File: src/rtl/walk_pkg.sv
package walk_pkg;
  typedef enum logic [2:0] {
    ERR_NONE   = 3'd0,
    ERR_RANGE  = 3'd1,
    ERR_ENTRY  = 3'd2,
    ERR_LENGTH = 3'd3,
    ERR_TYPE   = 3'd4,
    ERR_PROT   = 3'd5
  } walkErrT;

  typedef enum logic [1:0] {
    LVL_PAGE   = 2'd0,
    LVL_SEG    = 2'd1,
    LVL_REGION = 2'd2
  } walkLvlT;

  localparam logic [1:0] PERM_NONE = 2'b00;
  localparam logic [1:0] PERM_RO   = 2'b01;
  localparam logic [1:0] PERM_RW   = 2'b11;

  // Entry field positions
  localparam int F_VALID   = 0;
  localparam int F_TYPE_LO = 2;
  localparam int F_OFF_LO  = 4;
  localparam int F_LEN_LO  = 6;
  localparam int F_PROT    = 9;
  localparam int F_FC      = 10;

  typedef struct packed {
    logic start;  // latch request in idle
    logic take;   // evaluate the returned entry
  } walkStrobeT;
endpackage

File: src/rtl/walk_ctrl.sv
module walk_ctrl
  import walk_pkg::*;
(
  input  logic       clk,
  input  logic       rstN,
  input  logic       reqValid,
  input  logic       memRspValid,
  input  logic       rangeBad,
  input  logic       stepLast,
  output walkStrobeT strobe,
  output logic       busy,
  output logic       memReq,
  output logic       rspValid
);
  typedef enum logic [1:0] {S_IDLE, S_FETCH, S_WAIT, S_DONE} stateT;
  stateT state, stateNext;

  always_comb begin
    strobe.start = (state == S_IDLE) && reqValid;
    strobe.take  = (state == S_WAIT) && memRspValid;
    stateNext    = state;
    case (state)
      S_IDLE:  if (reqValid) stateNext = rangeBad ? S_DONE : S_FETCH;
      S_FETCH: stateNext = S_WAIT;
      S_WAIT:  if (memRspValid) stateNext = stepLast ? S_DONE : S_FETCH;
      default: stateNext = S_IDLE;
    endcase
  end

  always_ff @(posedge clk) begin
    if (!rstN) state <= S_IDLE;
    else       state <= stateNext;
  end

  assign busy     = (state != S_IDLE);
  assign memReq   = (state == S_FETCH);
  assign rspValid = (state == S_DONE);

  a_r11_pulse_once: assert property (@(posedge clk) disable iff (!rstN)
    rspValid |=> !rspValid);
  a_r11_busy_at_rsp: assert property (@(posedge clk) disable iff (!rstN)
    rspValid |-> busy);
  a_r1_single_read: assert property (@(posedge clk) disable iff (!rstN)
    memReq |=> !memReq);
  a_r9_no_read_oor: assert property (@(posedge clk) disable iff (!rstN)
    (strobe.start && rangeBad) |=> (rspValid && !memReq));
endmodule

File: src/rtl/walk_dp.sv
module walk_dp
  import walk_pkg::*;
#(
  parameter int ADDR_W       = 64,
  parameter int PAGE_SHIFT   = 12,
  parameter int SEG_SHIFT    = 20,
  parameter int REGION_SHIFT = 31,
  parameter int IDX_W        = 11,
  parameter int PAGE_IDX_W   = 8,
  parameter int SHIFT_W      = 6
) (
  input  logic              clk,
  input  logic              rstN,
  input  walkStrobeT        strobe,
  input  logic [ADDR_W-1:0] reqAddr,
  input  logic              reqWrite,
  input  logic [ADDR_W-1:0] rootEntry,
  input  logic [ADDR_W-1:0] lowBound,
  input  logic [ADDR_W-1:0] highBound,
  input  logic [ADDR_W-1:0] memRspData,
  output logic [ADDR_W-1:0] memAddr,
  output logic              rangeBad,
  output logic              stepLast,
  output logic [ADDR_W-1:0] rspAddr,
  output logic [1:0]        rspPerm,
  output logic [SHIFT_W-1:0] rspShift,
  output logic [2:0]        rspErr
);
  localparam logic [ADDR_W-1:0] PAGE_LOW = (ADDR_W'(1) << PAGE_SHIFT) - ADDR_W'(1);
  localparam logic [ADDR_W-1:0] SEG_LOW  = (ADDR_W'(1) << SEG_SHIFT) - ADDR_W'(1);

  logic [ADDR_W-1:0] addrQ, originQ, idxOff, nextOrigin, resAddr, entry;
  logic              writeQ, typeOk, finish;
  logic [1:0]        permQ, nextPerm;
  walkLvlT           lvlQ;
  walkErrT           walkErr, finalErr;
  logic [SHIFT_W-1:0] lvlShift;

  assign entry    = memRspData;
  assign rangeBad = (reqAddr < lowBound) || (reqAddr > highBound);

  always_comb begin
    case (lvlQ)
      LVL_REGION: begin
        idxOff   = ADDR_W'(addrQ[REGION_SHIFT +: IDX_W]) << 3;
        typeOk   = (entry[F_TYPE_LO +: 2] == 2'b11);
        lvlShift = SHIFT_W'(REGION_SHIFT);
      end
      LVL_SEG: begin
        idxOff   = ADDR_W'(addrQ[SEG_SHIFT +: IDX_W]) << 3;
        typeOk   = (entry[F_TYPE_LO +: 2] == 2'b10);
        lvlShift = SHIFT_W'(SEG_SHIFT);
      end
      default: begin
        idxOff   = ADDR_W'(addrQ[PAGE_SHIFT +: PAGE_IDX_W]) << 3;
        typeOk   = 1'b1;
        lvlShift = SHIFT_W'(PAGE_SHIFT);
      end
    endcase
  end

  assign memAddr    = originQ + idxOff;
  assign nextOrigin = typeOk ? (entry & ~PAGE_LOW) : '0;

  // Evaluate the returned entry in priority order
  always_comb begin
    nextPerm = permQ;
    walkErr  = ERR_NONE;
    finish   = 1'b0;
    resAddr  = '0;
    if (entry == '0) begin
      walkErr  = ERR_ENTRY;
      nextPerm = PERM_NONE;
      finish   = 1'b1;
    end else if (!entry[F_VALID]) begin
      nextPerm = PERM_NONE;
      finish   = 1'b1;
    end else if (lvlQ == LVL_REGION &&
                 (entry[F_LEN_LO +: 2] != 2'b11 || entry[F_OFF_LO +: 2] != 2'b00)) begin
      walkErr  = ERR_LENGTH;
      nextPerm = PERM_NONE;
      finish   = 1'b1;
    end else if (nextOrigin == '0) begin
      walkErr  = ERR_TYPE;
      nextPerm = PERM_NONE;
      finish   = 1'b1;
    end else begin
      if (entry[F_PROT]) nextPerm = permQ & PERM_RO;
      if (lvlQ == LVL_PAGE) begin
        finish  = 1'b1;
        resAddr = nextOrigin;
      end else if (lvlQ == LVL_SEG && entry[F_FC]) begin
        finish  = 1'b1;
        resAddr = (entry & ~SEG_LOW) | (addrQ & SEG_LOW);
      end
    end
    if (walkErr != ERR_NONE) finalErr = walkErr;
    else if (nextPerm == PERM_NONE || (writeQ && nextPerm != PERM_RW)) finalErr = ERR_PROT;
    else finalErr = ERR_NONE;
  end

  assign stepLast = finish;

  always_ff @(posedge clk) begin
    if (!rstN) begin
      addrQ    <= '0;
      originQ  <= '0;
      writeQ   <= 1'b0;
      permQ    <= PERM_NONE;
      lvlQ     <= LVL_REGION;
      rspAddr  <= '0;
      rspPerm  <= PERM_NONE;
      rspShift <= '0;
      rspErr   <= ERR_NONE;
    end else if (strobe.start) begin
      addrQ   <= reqAddr & ~PAGE_LOW;
      originQ <= rootEntry & ~PAGE_LOW;
      writeQ  <= reqWrite;
      lvlQ    <= LVL_REGION;
      permQ   <= rootEntry[F_PROT] ? PERM_RO : PERM_RW;
      if (rangeBad) begin
        rspAddr  <= '0;
        rspPerm  <= PERM_NONE;
        rspShift <= SHIFT_W'(PAGE_SHIFT);
        rspErr   <= ERR_RANGE;
      end
    end else if (strobe.take) begin
      if (finish) begin
        rspAddr  <= resAddr;
        rspPerm  <= nextPerm;
        rspShift <= lvlShift;
        rspErr   <= finalErr;
      end else begin
        originQ <= nextOrigin;
        permQ   <= nextPerm;
        lvlQ    <= walkLvlT'(lvlQ - 2'd1);
      end
    end
  end

  a_r3_zero_entry: assert property (@(posedge clk) disable iff (!rstN)
    (strobe.take && memRspData == '0) |=> (rspErr == ERR_ENTRY && rspPerm == PERM_NONE));
  a_r9_range_code: assert property (@(posedge clk) disable iff (!rstN)
    (strobe.start && rangeBad) |=> (rspErr == ERR_RANGE && rspAddr == '0));
  a_r7_perm_legal: assert property (@(posedge clk) disable iff (!rstN)
    rspPerm != 2'b10);
  a_r2_shift_legal: assert property (@(posedge clk) disable iff (!rstN)
    (strobe.take && stepLast) |=> (rspShift == SHIFT_W'(PAGE_SHIFT) ||
      rspShift == SHIFT_W'(SEG_SHIFT) || rspShift == SHIFT_W'(REGION_SHIFT)));
endmodule

File: src/rtl/dma_table_walker.sv
module dma_table_walker #(
  parameter int ADDR_W       = 64,
  parameter int PAGE_SHIFT   = 12,
  parameter int SEG_SHIFT    = 20,
  parameter int REGION_SHIFT = 31,
  parameter int IDX_W        = 11,
  parameter int PAGE_IDX_W   = 8,
  localparam int SHIFT_W     = $clog2(ADDR_W)
) (
  input  logic               clk,
  input  logic               rstN,
  input  logic               reqValid,
  input  logic [ADDR_W-1:0]  reqAddr,
  input  logic               reqWrite,
  input  logic [ADDR_W-1:0]  rootEntry,
  input  logic [ADDR_W-1:0]  lowBound,
  input  logic [ADDR_W-1:0]  highBound,
  output logic               busy,
  output logic               memReq,
  output logic [ADDR_W-1:0]  memAddr,
  input  logic               memRspValid,
  input  logic [ADDR_W-1:0]  memRspData,
  output logic               rspValid,
  output logic [ADDR_W-1:0]  rspAddr,
  output logic [1:0]         rspPerm,
  output logic [SHIFT_W-1:0] rspShift,
  output logic [2:0]         rspErr
);
  walk_pkg::walkStrobeT strobe;
  logic rangeBad, stepLast;

  walk_ctrl uCtrl (
    .clk(clk), .rstN(rstN), .reqValid(reqValid), .memRspValid(memRspValid),
    .rangeBad(rangeBad), .stepLast(stepLast), .strobe(strobe),
    .busy(busy), .memReq(memReq), .rspValid(rspValid)
  );

  walk_dp #(
    .ADDR_W(ADDR_W), .PAGE_SHIFT(PAGE_SHIFT), .SEG_SHIFT(SEG_SHIFT),
    .REGION_SHIFT(REGION_SHIFT), .IDX_W(IDX_W), .PAGE_IDX_W(PAGE_IDX_W),
    .SHIFT_W(SHIFT_W)
  ) uDp (
    .clk(clk), .rstN(rstN), .strobe(strobe), .reqAddr(reqAddr),
    .reqWrite(reqWrite), .rootEntry(rootEntry), .lowBound(lowBound),
    .highBound(highBound), .memRspData(memRspData), .memAddr(memAddr),
    .rangeBad(rangeBad), .stepLast(stepLast), .rspAddr(rspAddr),
    .rspPerm(rspPerm), .rspShift(rspShift), .rspErr(rspErr)
  );
endmodule

File: config.mk
export PLATFORM = sky130hd
export DESIGN_NAME = dma_table_walker
export DESIGN_NICKNAME = d
export VERILOG_FILES = /design/src/rtl/walk_pkg.sv /design/src/rtl/walk_ctrl.sv /design/src/rtl/walk_dp.sv /design/src/rtl/dma_table_walker.sv
export SDC_FILE = /design/constraint.sdc
export NUM_CORES = 1
export LEC_CHECK = 0
export BUFFER_PORTS_ARGS = -buffer_cell sky130_fd_sc_hd__buf_2
export CORE_AREA = 2 2 183 185
export DETAILED_ROUTE_END_ITERATION = 8
export DIE_AREA = 0 0 185 187
export MAX_ROUTING_LAYER = met4
export PLACE_DENSITY_LB_ADDON = 0.25
export SLEW_MARGIN = 20
export SYNTH_ARGS = -nofsm -noshare
export SYNTH_HDL_FRONTEND = slang
export SYNTH_SLANG_ARGS = --single-unit
File: constraint.sdc
create_clock -name clk -period 7 [get_ports clk]
set_input_delay 0.7 -clock clk [delete_from_list [all_inputs] [get_ports clk]]
set_output_delay 0.7 -clock clk [all_outputs]
set_load 0.005 [all_outputs]
==> results.yml <==
floorplan:
  die_h_um: 187
  die_area_um2: 34600
  die_x_um: 185
  initial_utilization_pct: 32.5
  core-area_um2: 32900
  rows: 67
  io_pins: 467
cells_and_area:
  syn_to_final_growth_pct: 28.6
  register_area_um2: 3000
  fillers: 3514
  nNetsFinal: 2265
  drive_above_1_share_pct: 28.8
  finish.utilization_pct: 41.8
  multi_input_area_um2: 6780
sta:
  fin_hold_ws_ns: 0.457
  fmax_ghz: 0.177
  setup_slack_ns: 1.35
  fin_crit_sh_pct: 80.8
  setup_violations: 0
  slew_viol_final: 0
  finalCriticalPeriod_ns: 5.65
  tns_ns: 0
  rsz0062_at_grt: "no"
  worst_pin_slew_ns: 0.947
  slew_headroom_pct: 36.9
  hold_viol: 0
  final.setup_skew_ns: 0.0117
synthesis:
  syn_area_per_cell_um2: 7.58
  synth_edf_count: 0
  synthCells: 1411
  ys.flop_type: "dfxtp_1"
  synth_cell_types: 68
  synthTopCellsByArea: "dfxtp_1, ha_1, nand2_1"
  yosysWarnings: 0
  synth_top_area_cell: "dfxtp_1"
  synth-seq-cells: 150
  async_flop_share_pct: 0
  yosysTopAreaCellShare_pct: 28.1
  yosysSeqAreaShare_pct: 28.1
  syn-cell-area_um2: 10700
  synth.most_common_cell: "nand2_1"
  synthTopCellsByCount: "nand2_1, dfxtp_1, inv_1"
detailed_routing:
  vias: 11624
  antenna_left: 0
  drc: 0
  vias_per_cell: 5.12
  dr.pass1.iters: 5
  wl_um: 42400
  wl_per_cell_um: 18.7
  drt_iter0_markers: 699
global_routing:
  grt_pass1_wl_um: 64300
  grt_max_degree: 72
  overflow: 0
  grt_pass1_vias: 11431
  antenna_found_initial: 4
  track_usage_pct: 24.9
pwr:
  p_switching_w: 0.000793
  power-per-cell-area_nw_per_um2: 178
  seq_power_share_pct: 39.1
  swShare_pct: 32.4
  ir_worst_vdd_v: 0.000132
  power_frac_clock_pct: 37.6
  pwr-share-comb_pct: 23.3
  p_leak_nw: 6.71
  p_int_w: 0.00165
critical_path:
  critical_path_required_ns: 6.30
  crit_type: "flop to output pin"
  cp.arrival_ns: 4.95
  endpoint_kind: "output pin"
  cp_max_fo: 22
  start_kind: "flop"
clock_network:
  cts_tree: "done"
  cts_resized: 0
  clockBufferDepth: 2
  holdBufCountCts: 0
  insertion_delay_ns: 0.43
  cts-root-buf: "clkbuf_16"
  cts_made_buffers: 17
  clkSinkCount: 150
  cts_max_level: 4
  post-cts-setup-buffers: 0
  clk_pin_slew_ns: 0.07
hold_path:
  hold_class: "flop to flop"
placement:
  dp_slack_ns: 1.82
  post-dp-hpwl_um: 34400
  port_buffers: 439
  place.gp.congestion: 0.886
flow_run:
  cap_violations: 0
status:
  status: "finished clean"
[power by group through the flow]
stage          registers (W)  clock network (W)  logic, W
2_1_floorplan       0.000959                  0  0.000321
3_3_place_gp        0.000971                  0  0.000559
4_1_cts             0.000953           0.000933  0.000575
6_report            0.000954           0.000919  0.000570
5_1_grt             0.000962           0.000969  0.000639
3_5_place_dp        0.000973                  0  0.000573
[final timing paths]
kind / from / end / slack, ns / depth (start not counted)
worst max-delay path: uDp.lvlQ[0] / memAddr[62] / 1.35 / 15
worst min-delay path: uDp.addrQ[27] / uDp.addrQ[27] / 0.46 / 2
worst max register to register: uDp.lvlQ[1] / uDp.rspAddr[40] / 3.07 / 11
worst min register to register: uDp.addrQ[27] / uDp.addrQ[27] / 0.46 / 2
[stage by stage]
stage          cells  power [W]  cell area [um2]
6_report        2272    0.00244            13800
5_1_grt         2270    0.00257            13700
4_1_cts         2267    0.00246            13700
3_5_place_dp    2235    0.00155            13200
3_3_place_gp    2234    0.00153            13100
2_1_floorplan   1426    0.00128            10700
[critical path, cell delays in order (launching register included)]
cell and delay (ns):
dfxtp_1 0.37, inv_1 0.09, ha_1 0.80, nor2b_1 0.29
ha_1 0.22, inv_1 0.06, fa_1 0.41, and4b_1 0.35
nand3_1 0.21, nor4_1 0.56, and2b_1 0.28, nand3_1 0.19
nor2_1 0.26, nand3_1 0.13, xnor2_1 0.17, buf_2 0.14
[registers in the layout, summed over array words and instances, names as in the netlist]
signal / cells
uDp.originQ: 52
uDp.permQ: 2
uDp.rspPerm: 2
uDp.rspErr: 3
uDp.lvlQ: 2
uDp.addrQ: 30
uDp.writeQ: 1
uDp.rspAddr: 52
uDp.rspShift: 4
uCtrl.state: 2
[metal layers]
layer | vias to the layer above | wire, um | part of all wire, % | GRT usage [%]
li1 | 5734 | - | - | -
met1 | 5348 | 17100 | 40 | 28.6
met2 | 474 | 20600 | 49 | 42.7
met3 | 68 | 3160 | 7.4 | 4.83
met4 | 0 | 1460 | 3.5 | 9.00
met5 | - | 0 | 0 | -
[cell families after synthesis]
logic type	Yosys count	share of synthesized area, %
AOI/OAI and AO/OA	306	19.2
xor gates and xnor gates	52	4.26
adders and majority gates	135	15.8
buffers and inverters	227	9.22
DFF	150	28.1
muxes	1	0.0936
other	1	0.0351
and+or+nand+nor	539	23.2
[cells in the final DEF, fill, tap and decap left out, types with 9 or more instances in the layout]
cell,netlist,layout
inv_1,139,138
buf_4,17,9
a22oi_1,35,35
nand4_1,39,39
ha_1,133,133
o21ai_0,40,39
a21oi_1,106,106
nor3_1,10,10
a311oi_1,35,35
xnor2_1,35,35
o21ai_2,20,21
dfxtp_1,150,150
buf_2,8,439
nor2_1,79,77
nor4_1,21,21
clkbuf_16,0,17
nand2_1,236,236
conb_1,1,16
a21o_1,11,11
nand3_1,110,110
xor2_1,17,17
[cell type report]
type / instances / area share (%)
Clock inverter: 14 / 1.02
Timing Repair Buffer: 449 / 16.7
Tap cell: 448 / 4.08
Inverter: 139 / 3.80
Multi-Input combinational cell: 1049 / 49.3
Clock buffer: 18 / 3.19
Sequential cell: 150 / 21.8
Antenna cell: 5 / 0.0910
Note: power is estimated with default switching activity, not from simulation.
